File: src/rtl/rc_pkg.sv
package rc_pkg;
  localparam int unsigned REG_W     = 32;
  localparam int unsigned CMD_IDX   = 0;   // byte offset 0x00
  localparam int unsigned UPD_IDX   = 24;  // byte offset 0x60
  localparam int unsigned LAST_IDX  = 26;  // byte offset 0x68
  localparam int unsigned NUM_WORDS = LAST_IDX + 1;
  localparam int unsigned SEL_W     = 8;
  localparam int unsigned EN_BIT    = 8;
  localparam int unsigned ACK_W     = 16;
  localparam int unsigned ACK_SEL_W = $clog2(ACK_W);

  typedef struct packed {
    logic [ACK_W-1:0] ack;
    logic [6:0]       rsvd;
    logic             en;
    logic [SEL_W-1:0] sel;
  } upd_word_t;

  // storage words: 0x10..0x38, 0x40, 0x50
  function automatic logic is_data_word(int unsigned idx);
    return ((idx >= 4) && (idx <= 14)) || (idx == 16) || (idx == 20);
  endfunction
endpackage

File: src/rtl/rc_rst_sync.sv
module rc_rst_sync (
  input  logic clk,
  input  logic rst_n,
  output logic rst_sync_n
);
  logic [1:0] sync_q;

  always_ff @(posedge clk or negedge rst_n) begin
    if (!rst_n) sync_q <= 2'b00;
    else        sync_q <= {sync_q[0], 1'b1};
  end

  assign rst_sync_n = sync_q[1];
endmodule

File: src/rtl/rc_data_bank.sv
module rc_data_bank
  import rc_pkg::*;
#(
  parameter int unsigned IDX_W = 6
) (
  input  logic             clk,
  input  logic             rst_n,
  input  logic             wr_en,
  input  logic [IDX_W-1:0] wr_idx,
  input  logic [REG_W-1:0] wdata,
  input  logic [IDX_W-1:0] rd_idx,
  output logic [REG_W-1:0] rd_word
);
  logic [NUM_WORDS-1:0][REG_W-1:0] words;

  for (genvar i = 0; i < NUM_WORDS; i++) begin : g_word
    if (is_data_word(i)) begin : g_store
      logic             word_we;
      logic [REG_W-1:0] word_q;

      assign word_we = wr_en && (wr_idx == IDX_W'(i));

      always_ff @(posedge clk or negedge rst_n) begin
        if (!rst_n)       word_q <= '0;
        else if (word_we) word_q <= wdata;
      end

      assign words[i] = word_q;
    end else begin : g_hole
      assign words[i] = '0;
    end
  end

  always_comb begin
    rd_word = '0;
    for (int k = 0; k < NUM_WORDS; k++) begin
      if (rd_idx == k[IDX_W-1:0]) rd_word = words[k];
    end
  end
endmodule

File: src/rtl/rc_cmd_ctrl.sv
module rc_cmd_ctrl #(
  parameter int unsigned BUSY_CYCLES = 4
) (
  input  logic clk,
  input  logic rst_n,
  input  logic wr_cmd,
  input  logic wdata_root,
  output logic root_en,
  output logic busy
);
  localparam int unsigned CNT_W = $clog2(BUSY_CYCLES + 1);

  logic             root_q, root_d;
  logic [CNT_W-1:0] cnt_q, cnt_d;

  always_comb begin
    root_d = root_q;
    cnt_d  = (cnt_q != '0) ? cnt_q - CNT_W'(1) : cnt_q;
    if (wr_cmd) begin
      root_d = wdata_root;
      if (wdata_root) cnt_d = CNT_W'(BUSY_CYCLES);
    end
  end

  always_ff @(posedge clk or negedge rst_n) begin
    if (!rst_n) begin
      root_q <= 1'b0;
      cnt_q  <= '0;
    end else begin
      root_q <= root_d;
      cnt_q  <= cnt_d;
    end
  end

  assign root_en = root_q;
  assign busy    = (cnt_q != '0);
endmodule

File: src/rtl/rc_update_ctrl.sv
module rc_update_ctrl
  import rc_pkg::*;
#(
  parameter int unsigned ACK_CYCLES = 6
) (
  input  logic             clk,
  input  logic             rst_n,
  input  logic             wr_upd,
  input  logic [REG_W-1:0] wdata,
  output logic [REG_W-1:0] upd_word
);
  localparam int unsigned CNT_W = $clog2(ACK_CYCLES + 1);

  upd_word_t        word_q, word_d;
  logic [SEL_W-1:0] lat_q, lat_d;
  logic [CNT_W-1:0] cnt_q, cnt_d;
  logic             wr_clear, wr_set, lat_in_range;

  assign wr_clear     = wr_upd && (wdata == '0);
  assign wr_set       = wr_upd && !wr_clear;
  assign lat_in_range = (lat_q[SEL_W-1:ACK_SEL_W] == '0);

  always_comb begin
    word_d = word_q;
    lat_d  = lat_q;
    cnt_d  = (cnt_q != '0) ? cnt_q - CNT_W'(1) : cnt_q;

    // timer expiry: raise the one-hot acknowledge
    if ((cnt_q == CNT_W'(1)) && lat_in_range)
      word_d.ack = word_q.ack | (ACK_W'(1) << lat_q[ACK_SEL_W-1:0]);

    // accumulate selector and enable; a rising enable arms the timer
    if (wr_set) begin
      word_d.sel = word_q.sel | wdata[SEL_W-1:0];
      word_d.en  = word_q.en  | wdata[EN_BIT];
      if (!word_q.en && wdata[EN_BIT]) begin
        cnt_d = CNT_W'(ACK_CYCLES);
        lat_d = word_q.sel | wdata[SEL_W-1:0];
      end
    end

    // a zero write wins over everything above
    if (wr_clear) begin
      word_d = '0;
      lat_d  = '0;
      cnt_d  = '0;
    end
  end

  always_ff @(posedge clk or negedge rst_n) begin
    if (!rst_n) begin
      word_q <= '0;
      lat_q  <= '0;
      cnt_q  <= '0;
    end else begin
      word_q <= word_d;
      lat_q  <= lat_d;
      cnt_q  <= cnt_d;
    end
  end

  assign upd_word = word_q;
endmodule

File: src/rtl/ramp_cfg_target.sv
module ramp_cfg_target
  import rc_pkg::*;
#(
  parameter int unsigned ADDR_W      = 8,
  parameter int unsigned BUSY_CYCLES = 4,
  parameter int unsigned ACK_CYCLES  = 6
) (
  input  logic              clk,
  input  logic              rst_n,
  input  logic              bus_req,
  input  logic              bus_we,
  input  logic [ADDR_W-1:0] bus_addr,
  input  logic [31:0]       bus_wdata,
  output logic [31:0]       bus_rdata,
  output logic              bus_rvalid
);
  localparam int unsigned IDX_W = ADDR_W - 2;

  logic             rst_sync_n;
  logic [IDX_W-1:0] idx;
  logic [31:0]      idx_ext;
  logic             addr_ok, wr_hit, rd_hit, wr_cmd, wr_upd;
  logic             root_en, busy;
  logic [REG_W-1:0] cmd_word, upd_word, bank_word, rd_next;
  logic [REG_W-1:0] rdata_q;
  logic             rvalid_q;

  rc_rst_sync u_rst_sync (
    .clk        (clk),
    .rst_n      (rst_n),
    .rst_sync_n (rst_sync_n)
  );

  assign idx     = bus_addr[ADDR_W-1:2];
  assign idx_ext = {{(32-IDX_W){1'b0}}, idx};
  assign addr_ok = (bus_addr[1:0] == 2'b00) && (idx_ext <= LAST_IDX);
  assign wr_hit  = bus_req && bus_we && addr_ok;
  assign rd_hit  = bus_req && !bus_we;
  assign wr_cmd  = wr_hit && (idx_ext == CMD_IDX);
  assign wr_upd  = wr_hit && (idx_ext == UPD_IDX);

  rc_data_bank #(.IDX_W(IDX_W)) u_bank (
    .clk     (clk),
    .rst_n   (rst_sync_n),
    .wr_en   (wr_hit),
    .wr_idx  (idx),
    .wdata   (bus_wdata),
    .rd_idx  (idx),
    .rd_word (bank_word)
  );

  rc_cmd_ctrl #(.BUSY_CYCLES(BUSY_CYCLES)) u_cmd (
    .clk        (clk),
    .rst_n      (rst_sync_n),
    .wr_cmd     (wr_cmd),
    .wdata_root (bus_wdata[1]),
    .root_en    (root_en),
    .busy       (busy)
  );

  rc_update_ctrl #(.ACK_CYCLES(ACK_CYCLES)) u_upd (
    .clk      (clk),
    .rst_n    (rst_sync_n),
    .wr_upd   (wr_upd),
    .wdata    (bus_wdata),
    .upd_word (upd_word)
  );

  // command word: bit 1 root enable, bit 0 busy
  assign cmd_word = {{(REG_W-2){1'b0}}, root_en, busy};

  always_comb begin
    rd_next = '0;
    if (addr_ok) begin
      if (idx_ext == CMD_IDX)      rd_next = cmd_word;
      else if (idx_ext == UPD_IDX) rd_next = upd_word;
      else                         rd_next = bank_word;
    end
  end

  always_ff @(posedge clk or negedge rst_sync_n) begin
    if (!rst_sync_n) begin
      rvalid_q <= 1'b0;
      rdata_q  <= '0;
    end else begin
      rvalid_q <= rd_hit;
      if (rd_hit) rdata_q <= rd_next;
    end
  end

  assign bus_rvalid = rvalid_q;
  assign bus_rdata  = rdata_q;
endmodule

File: config.mk
export PLATFORM = sky130hd
export DESIGN_NAME = ramp_cfg_target
export DESIGN_NICKNAME = d
export VERILOG_FILES = /design/src/rtl/rc_pkg.sv /design/src/rtl/rc_rst_sync.sv /design/src/rtl/rc_data_bank.sv /design/src/rtl/rc_cmd_ctrl.sv /design/src/rtl/rc_update_ctrl.sv /design/src/rtl/ramp_cfg_target.sv
export SDC_FILE = /design/constraint.sdc
export NUM_CORES = 1
export LEC_CHECK = 0
export CORE_ASPECT_RATIO = 1.25
export CORE_MARGIN = 1
export CORE_UTILIZATION = 55
export DETAILED_ROUTE_END_ITERATION = 7
export HOLD_SLACK_MARGIN = 0.12
export PLACE_DENSITY = 0.73
export SLEW_MARGIN = 0
export SYNTH_ARGS = -nofsm -noshare
export SYNTH_HDL_FRONTEND = slang
export SYNTH_SLANG_ARGS = --single-unit
File: constraint.sdc
create_clock -name clk -period 39.2 [get_ports clk]
set_input_delay 3.92 -clock clk [delete_from_list [all_inputs] [get_ports clk]]
set_output_delay 3.92 -clock clk [all_outputs]
set_load 0.02 [all_outputs]
-- After elaboration in Yosys (flattened, before gate mapping)
Index checks and enable logic that the tools add are counted.
- bits of input ports: 44
- word-level logic and storage cells: 128
- register bits: 491
- output and inout port bits: 33
- eq/ne operators: 24
- shifts and indexed selects: 1
- magnitude comparators: 1
- add/subtract/negate cells: 2
- mux-type cells: 38
- bitwise operators: 3
- reductions and logical operators: 36
- operators with widths (kind ; number):
    $mux 32 ; 26
    $eq 6x5->1 const B ; 11
    $logic_not 32->1 ; 2
    $eq 6x4->1 const B ; 8
    $eq 6x3->1 const B ; 4
    $mux 8 ; 3
    $logic_and 1x1->1 ; 23
    $mux 3 ; 7
    $mux 16 ; 1
    $or 16x16->16 ; 1
    $shl 1x4->16 const A ; 1
    $mux 9 ; 1
    $or 8x8->8 ; 1
    $le 6x5->1 const B ; 1
    $reduce_bool 2->1 ; 3
    $reduce_bool 3->1 ; 2
    $sub 3x1->3 const B ; 2
    $logic_not 4->1 ; 1
    $eq 3x1->1 const B ; 1
    $logic_not 1->1 ; 3
    $logic_not 2->1 ; 1
    $reduce_and 2->1 ; 1
    $or 1x1->1 ; 1

-- Logic depth before layout (Yosys ltp)
Gate-level depths: netlist of run 1.
- word-level depth: 26
- mapped depth: 9
- mapped depth without buffers: 6

-- Modules after synthesis
Synthesis of run 1 repeated with hierarchy kept, for this count alone.
- cell total of the unflattened synthesis: 1804
- area, all modules: 22938.2 µm²
- modules (own cells, without submodules) (module ; instances ; cells an instance ; sequential area each (µm²) ; area each (µm²)):
    rc_data_bank ; 1 ; 1450 ; 10410.0 ; 19431.1
    rc_update_ctrl ; 1 ; 171 ; 900.9 ; 1635.3
    ramp_cfg_target ; 1 ; 161 ; 825.8 ; 1605.3
    rc_cmd_ctrl ; 1 ; 19 ; 100.1 ; 212.7
    rc_rst_sync ; 1 ; 3 ; 50.0 ; 53.8

-- Least setup slack after synthesis of run 1
OpenSTA, ideal clock, no wires.
- path type: input -> register
- start: in bus_addr[3]
- end: reg u_bank.g_word[16].g_store.word_q[12]
- setup time: 0.125 ns
- data arrival time: 5.752 ns
- data required time: 39.075 ns
- setup slack: 33.323 ns
- stages on the path: 7
- path buffers: 3
- cell sequence: buf_2 or4b_1 nor3_4 nor2b_1 clkbuf_1 buf_2 mux2_2
- longest elaborated chain between the ends: 4
- elaborated cells on any way between the ends: 5
- those cells by class: order compare (1); eq/ne (1); reduce/logical (3)
- RTL lines (what ; line ; RTL):
    start, declared ; ramp_cfg_target.sv:12 ; input logic [ADDR_W-1:0] bus_addr,
    $le 6x5->1 ; ramp_cfg_target.sv:36 ; assign addr_ok = (bus_addr[1:0] == 2'b00) && (idx_ext <= LAST_IDX);
    $logic_and 1x1->1 ; ramp_cfg_target.sv:36 ;
    $logic_and 1x1->1 ; ramp_cfg_target.sv:37 ; assign wr_hit = bus_req && bus_we && addr_ok;
    $logic_and 1x1->1 (*) ; rc_data_bank.sv:21 ; assign word_we = wr_en && (wr_idx == IDX_W'(i));
    end signal, assigned ; rc_data_bank.sv:25 ; else if (word_we) word_q <= wdata;
    end, declared ; rc_data_bank.sv:19 ; logic [REG_W-1:0] word_q;
Every way passes the cells marked *; elsewhere a longest branch is shown, timed or not.
A chain may end at the register's enable or synchronous reset.

-- Worst setup path in the final report of run 1
- start: in bus_addr[2]
- end: reg u_bank.g_word[8].g_store.word_q[27]
- longest elaborated chain between the ends: 4
- elaborated cells on any way between the ends: 5
- those cells by class: order compare (1); eq/ne (1); reduce/logical (3)
- RTL lines (what ; line):
    $le 6x5->1 ; ramp_cfg_target.sv:36
    $logic_and 1x1->1 ; ramp_cfg_target.sv:36
    $logic_and 1x1->1 ; ramp_cfg_target.sv:37
    $logic_and 1x1->1 (*) ; rc_data_bank.sv:21
    end signal, assigned ; rc_data_bank.sv:25
    end, declared ; rc_data_bank.sv:19
Marked as above.

==> qor.csv, run 1 <==
metric;value;unit
power density cells;42.0;nW/um^2
synth warn;0;
Die Wd;181;um
minimum clock period;7.34;ns
first-pass GRT wire length;96.4;mm
final setup violation count;0;
drc violations;0;
Initial DRC Count;1545;
crit path max fanout;32;
Mapped Area;22100;sq um
Post-Syn Nets;1832;
XOR/XNOR share of the synthesized area;0.0791;%
nets;1842;
register bit total from synthesis;491;
post-route ant nets;0;
fin area;24800;sq um
Worst Tran Pin Value;1.34;ns
Root Driver;clkbuf_16;
total negative slack;0;ns
Num CTS Buffers;48;
FMAX;0.136;GHz
worst rel slew slack;10.6;%
WL per Instance;27.0;um
Required @ worst endpoint;39.64;ns
CP arrival;7.78;ns
GP Congestion;0.899;
P_leak;0.0116;uW
Max rail drop VDD;0.0000303;V
drt pass-1 iters;6;
Synth cell types;76;
largest net degree at the start of global routing;194;
cell count after synthesis;1782;
Sequential cell area;12300;sq um
Post-synth ARST share;100;%
top_reg_cell synth;dfrtp_1;
post-synthesis simple-gate area fraction;6.83;%
vias in the first global route;15676;
Worst setup EP type;register;
skew final;0.0222;ns
post-synthesis adder-cell area fraction;0.339;%
Via density;6.71;
GRT Overall Usage;31.2;%
Seq/Total Area, Yosys;55.5;%
Ports;77;
HPWL Detailed;38.5;mm
DR vias;15616;
antenna violations before repair;1;
fin crit share;18.7;%
hold buffers post-CTS;0;
CTS tree;done;
dpl cell area;23200;sq um
Die Height;226;um
Max-Cap Viols;0;
Max Transition Viols Final;0;
post-CTS sizing;0;
Synth Area in Compound Gates;12.6;%
post-CTS setup repair buffer count;0;
share of layout cells above drive strength 1;30.0;%
Initial Utilization;56.2;%
IO Port Bufs;76;
Clock Latency Late Sink;0.57;ns
core area;39400;sq um
Remaining Overflow, GRT;0;
Synth-to-Final Area Change;12.0;%
mux cell area share after synthesis;21.4;%
Post-Route WL;62.9;mm
Setup Crit Path Kind;primary input to register;
clk sinks;491;
ANT cells;0;
H-tree Lvls;2;
Hold WS;0.362;ns
Clk pin slew, worst setup/hold paths;0.06;ns
Syn Area/Cell;12.4;sq um
Final Hold Fails;0;
multi-input logic area;9250;sq um
row count;81;
Longest Clk Path Bufs;3;
largest family of logic cells by synthesized area;multiplexers;
status;completed;
hold crit path type;register to register;
Die ar.;41100;sq um
fill count;2982;
RSZ-0062 raised after global routing;false;
Setup crit start kind;primary input;
EDFF count, synth;0;
cell families (layout without fill, tap and decap cells):
logic type | count (synthesis) | after routing
other cells | 1 | 1
xor+xnor | 2 | 2
compound gates | 394 | 394
buf+inv | 161 | 208
flops | 491 | 491
fa+ha+maj | 6 | 6
mux | 421 | 421
simple gates | 306 | 306
registers in the layout, indices dropped and copies added, names as in the netlist:
| name | flops |
|---|---|
| bus_rdata | 32 |
| bus_rvalid | 1 |
| u_bank.g_word.g_store.word_q | 416 |
| u_cmd.cnt_q | 3 |
| u_cmd.root_en | 1 |
| u_rst_sync.sync_q | 2 |
| u_upd.cnt_q | 3 |
| u_upd.lat_q | 8 |
| u_upd.upd_word | 25 |
power breakdown:
part           total [uW]  switching, uW  internal (uW)
clock                 457            194            264
combinational        60.9           40.6           20.3
sequential            523           6.71            516
per-layer routing:
| layer | global-route usage, % | routed length (um) | vias up |
|---|---|---|---|
| met4 | 12.2 | 2020 | 0 |
| met5 | 0 | 0 | - |
| met2 | 51.2 | 30600 | 717 |
| met3 | 5.85 | 5080 | 137 |
| met1 | 41.2 | 25200 | 8145 |
| li1 | - | - | 6617 |
placed cells by master, fill, tap and decap left out, types with 11 or more instances in the layout:
cell type        instances
a222oi_1                13
o221ai_1                16
o21ai_0                 77
a22oi_1                 42
mux2_1                  15
clkdlybuf4s50_1         76
dfrtp_1                490
a211oi_1                13
a22o_1                  11
buf_4                   34
clkbuf_8                14
nor2_1                 126
nor2_4                  15
clkbuf_1                16
mux2_2                 402
nand2_1                 81
a21oi_1                 66
clkbuf_16               49
a2bb2oi_1               16
o22ai_1                 17
a31oi_1                 12
a221oi_1                65
layout make-up:
cell class	count	share of cell area (%)
repair buffers	111	4.18
clock buffers	79	5.97
inverters	10	0.151
flip-flops and latches	491	49.6
multi-input cells	1130	37.3
clock inverters	8	0.308
well taps	498	2.51
worst max-delay path, stage by stage:
cell	delay, ns
clkdlybuf4s50_1	0.77
nor4_2	0.81
nand2_1	0.69
nor2_4	1.15
mux2_2	0.42
stage by stage:
stage / std cells / total power, uW / utilization [%] / setup slack (ns)
6_report: 2327 / 1040 / 62.9 / 31.86
5_1_grt: 2327 / 1070 / 62.9 / 31.79
4_1_cts: 2327 / 1050 / 62.9 / 32.01
3_5_place_dp: 2240 / 592 / 58.9 / 31.44
3_3_place_gp: 2240 / 590 / 58.9 / 31.49
2_1_floorplan: 1782 / 569 / - / 24.50
cell usage after synthesis, drive strengths merged (6+ instances only):
| master | instances | area share (%) |
|---|---|---|
| o211a | 6 | 0.27 |
| nor3 | 11 | 0.37 |
| a21oi | 66 | 1.5 |
| nor4 | 12 | 0.44 |
| nand4 | 8 | 0.23 |
| o22ai | 17 | 0.48 |
| nor4b | 6 | 0.42 |
| a221oi | 65 | 2.6 |
| a2bb2oi | 16 | 0.63 |
| o221ai | 16 | 0.63 |
| nand3 | 10 | 0.23 |
| o21ai | 81 | 1.8 |
| inv | 10 | 0.17 |
| clkbuf | 74 | 1.3 |
| nor2 | 146 | 2.8 |
| a211oi | 13 | 0.44 |
| o211ai | 6 | 0.23 |
| dfrtp | 491 | 55 |
| a31oi | 12 | 0.34 |
| ha | 6 | 0.34 |
| mux2 | 417 | 21 |
| a22o | 11 | 0.44 |
| nand2 | 81 | 1.4 |
| a222oi | 13 | 0.59 |
| buf | 77 | 1.8 |
| o21a | 7 | 0.24 |
| a22oi | 42 | 1.4 |
final timing paths:
path                                                   endpoint  cells after the start                  from  slack [ns]
min reg2reg                                u_rst_sync.sync_q[1]                      0  u_rst_sync.sync_q[0]        0.36
max reg2reg                 u_bank.g_word[16].g_store.word_q[0]                      2  u_rst_sync.sync_q[1]       36.22
max                         u_bank.g_word[8].g_store.word_q[27]                      5           bus_addr[2]       31.86
min                                        u_rst_sync.sync_q[1]                      0  u_rst_sync.sync_q[0]        0.36
min in group asynchronous  u_bank.g_word[14].g_store.word_q[18]                      0  u_rst_sync.sync_q[1]        0.44
max in group asynchronous                  u_rst_sync.sync_q[1]                      1                 rst_n       35.55
No activity file was read; power rests on OpenSTA's default activity.
==> inputs of run 2 (changes only) <==
==> constraint.sdc (replaced) <==
create_clock -name clk -period 6.8 [get_ports clk]
set_input_delay 0.68 -clock clk [delete_from_list [all_inputs] [get_ports clk]]
set_output_delay 0.68 -clock clk [all_outputs]
set_load 0.02 [all_outputs]
==> run 2 against run 1 <==
Compared with the run above: non-clock buffer count is 3 higher; register-to-register slack got worse by 32 ns; routed wire length up 1.5%; global-route usage grew 0.74 points; largest power group unchanged.
==> qor.csv, run 2 (synthesis results as in run 1) <==
metric;value;unit;change
core area;39400;sq um;unchanged
drc violations;0;;unchanged
Setup Crit Path Kind;primary input to register;;unchanged
most common cell after layout, fill and taps aside;dfrtp_1;;unchanged
GRT Overall Usage;32.0;%;was 31.2%
CTS tree;done;;unchanged
HPWL Detailed;39.5;mm;was 38.5 mm
Initial DRC Count;1632;;was 1545
FMAX;0.227;GHz;
Clk pin slew, worst setup/hold paths;0.06;ns;about the same
Longest Clk Path Bufs;3;;unchanged
row count;81;;unchanged
multi-input logic area;9250;sq um;unchanged
Num CTS Buffers;47;;was 48
fill count;2996;;was 2982
Remaining Overflow, GRT;0;;unchanged
Post-Route WL;63.9;mm;was 62.9 mm
Via density;6.77;;was 6.71
Most flops, register;u_bank.g_word.g_store.word_q;;unchanged
Slowest cell on crit path;nor2_4;;unchanged
Hold WS;0.258;ns;was 0.362 ns
nets;1844;;was 1842
vias in the first global route;16080;;was 15676
power density cells;244;nW/um^2;was 42.0 nW/um^2
Die Wd;181;um;unchanged
largest net degree at the start of global routing;137;;was 194
RSZ-0062 raised after global routing;false;;unchanged
Finished Layout Cells;2331;;was 2327
final setup violation count;0;;unchanged
minimum clock period;4.41;ns;
CP arrival;4.86;ns;was 7.78 ns
Synth-to-Final Area Change;12.3;%;was 12.0%
Die Height;226;um;unchanged
reg-to-reg startpoint;u_upd.cnt_q[2];;was u_rst_sync.sync_q[1]
status;completed;;unchanged
most frequent cells in the layout;490 x dfrtp_1, 402 x mux2_2, 126 x nor2_1, 81 x nand2_1, 77 x o21ai_0;;unchanged
Max rail drop VDD;0.000157;V;was 0.0000303 V
post-route ant nets;0;;unchanged
antenna violations before repair;2;;was 1
GP Congestion;0.887;;was 0.899
Worst setup EP type;register;;unchanged
hold buffers post-CTS;0;;unchanged
skew final;0.0101;ns;was 0.0222 ns
reg2reg end;u_upd.upd_word[21];;was u_bank.g_word[16].g_store.word_q[0]
Setup crit start kind;primary input;;unchanged
fin crit share;64.9;%;
dpl cell area;23300;sq um;was 23200 sq um
critical-path cell list;clkdlybuf4s50_1 > nor4_2 > nand2_1 > nor2_4 > mux2_2;;unchanged
Sequential cell area;12300;sq um;unchanged
post-CTS setup repair buffer count;0;;unchanged
first-pass GRT wire length;98.4;mm;was 96.4 mm
Die ar.;41100;sq um;unchanged
Initial Utilization;56.2;%;unchanged
Final Hold Fails;0;;unchanged
IO Port Bufs;76;;unchanged
hold crit path type;primary input to async pin;;was register to register
P_leak;0.0117;uW;was 0.0116 uW
DR vias;15783;;was 15616
Required @ worst endpoint;7.25;ns;was 39.64 ns
slowest stage delay, CP;1.13;ns;was 1.15 ns
WL per Instance;27.4;um;was 27.0 um
crit path max fanout;32;;unchanged
R2R Setup Slk;4.54;ns;was 36.22 ns
share of layout cells above drive strength 1;30.7;%;was 30.0%
H-tree Lvls;2;;unchanged
fin area;24900;sq um;was 24800 sq um
total negative slack;0;ns;unchanged
drt pass-1 iters;7;;was 6
Root Driver;clkbuf_16;;unchanged
Ports;77;;unchanged
Max Transition Viols Final;0;;unchanged
clk sinks;491;;unchanged
Clock Latency Late Sink;0.58;ns;was 0.57 ns
Max-Cap Viols;0;;unchanged
r2r worst-path depth;5;;was 2
post-CTS sizing;0;;unchanged
placed cells;2243;;was 2240
Tot Pwr;6080;uW;was 1040 uW
worst rel slew slack;9.78;%;was 10.6%
ANT cells;0;;unchanged
max reg flops;416;;unchanged
Worst Tran Pin Value;1.35;ns;was 1.34 ns
[run 2: cell count changes in the layout (fill, tap and decap cells not counted), sizes merged]
cell,before,now
clkinv,4,11
buf,35,38
clkinvlp,0,2
clkbuf,79,67
inv,13,14
bufinv,1,4
[run 2: final cells by class]
type                            count  share of cell area, %
Clock buffer                       67                   5.56
Sequential cell                   491                   49.4
Multi-Input combinational cell   1130                   37.2
Timing Repair Buffer              114                   4.26
Inverter                           10                  0.151
Tap cell                          498                   2.51
Clock inverter                     21                  0.906
[run 2: through the flow]
step | util (%) | setup WS [ns]
floorplan | - | 2.01
global placement | 59.0 | 2.00
detailed placement | 59.0 | 1.95
CTS | 63.1 | 2.53
global route | 63.1 | 2.33
finish | 63.1 | 2.39
[run 2: worst max path at each step]
stage,to,startpoint
final,u_bank.g_word[8].g_store.word_q[26],bus_addr[3]
after global routing,u_bank.g_word[8].g_store.word_q[13],bus_addr[3]
after CTS,u_bank.g_word[8].g_store.word_q[13],bus_addr[3]
after detailed placement,u_bank.g_word[8].g_store.word_q[14],bus_addr[3]
after global placement,u_bank.g_word[8].g_store.word_q[16],bus_addr[3]
after floorplan,bus_rdata[0],u_rst_sync.sync_q[1]
[run 2: routing by layer]
layer | track usage [%] | share of wire [%] | routed length [um] | up-vias
li1 | - | - | - | 6613
met3 | 5.44 | 8.5 | 5430 | 168
met1 | 42.2 | 40 | 25300 | 8224
met2 | 52.2 | 48 | 30400 | 778
met4 | 14.0 | 4.4 | 2830 | 0
met5 | 0 | 0 | 0 | -
[run 2: report_power, final]
part	internal (uW)	switching, uW
registers	2970	40.1
logic	118	236
clock network	1570	1140
total	4660	1410
[run 2: worst max-delay path: cells and delay by family]
kind	cells	cell delay [ns]
muxes	1	0.43
and+or+nand+nor	3	2.66
buffers and inverters	1	1.06
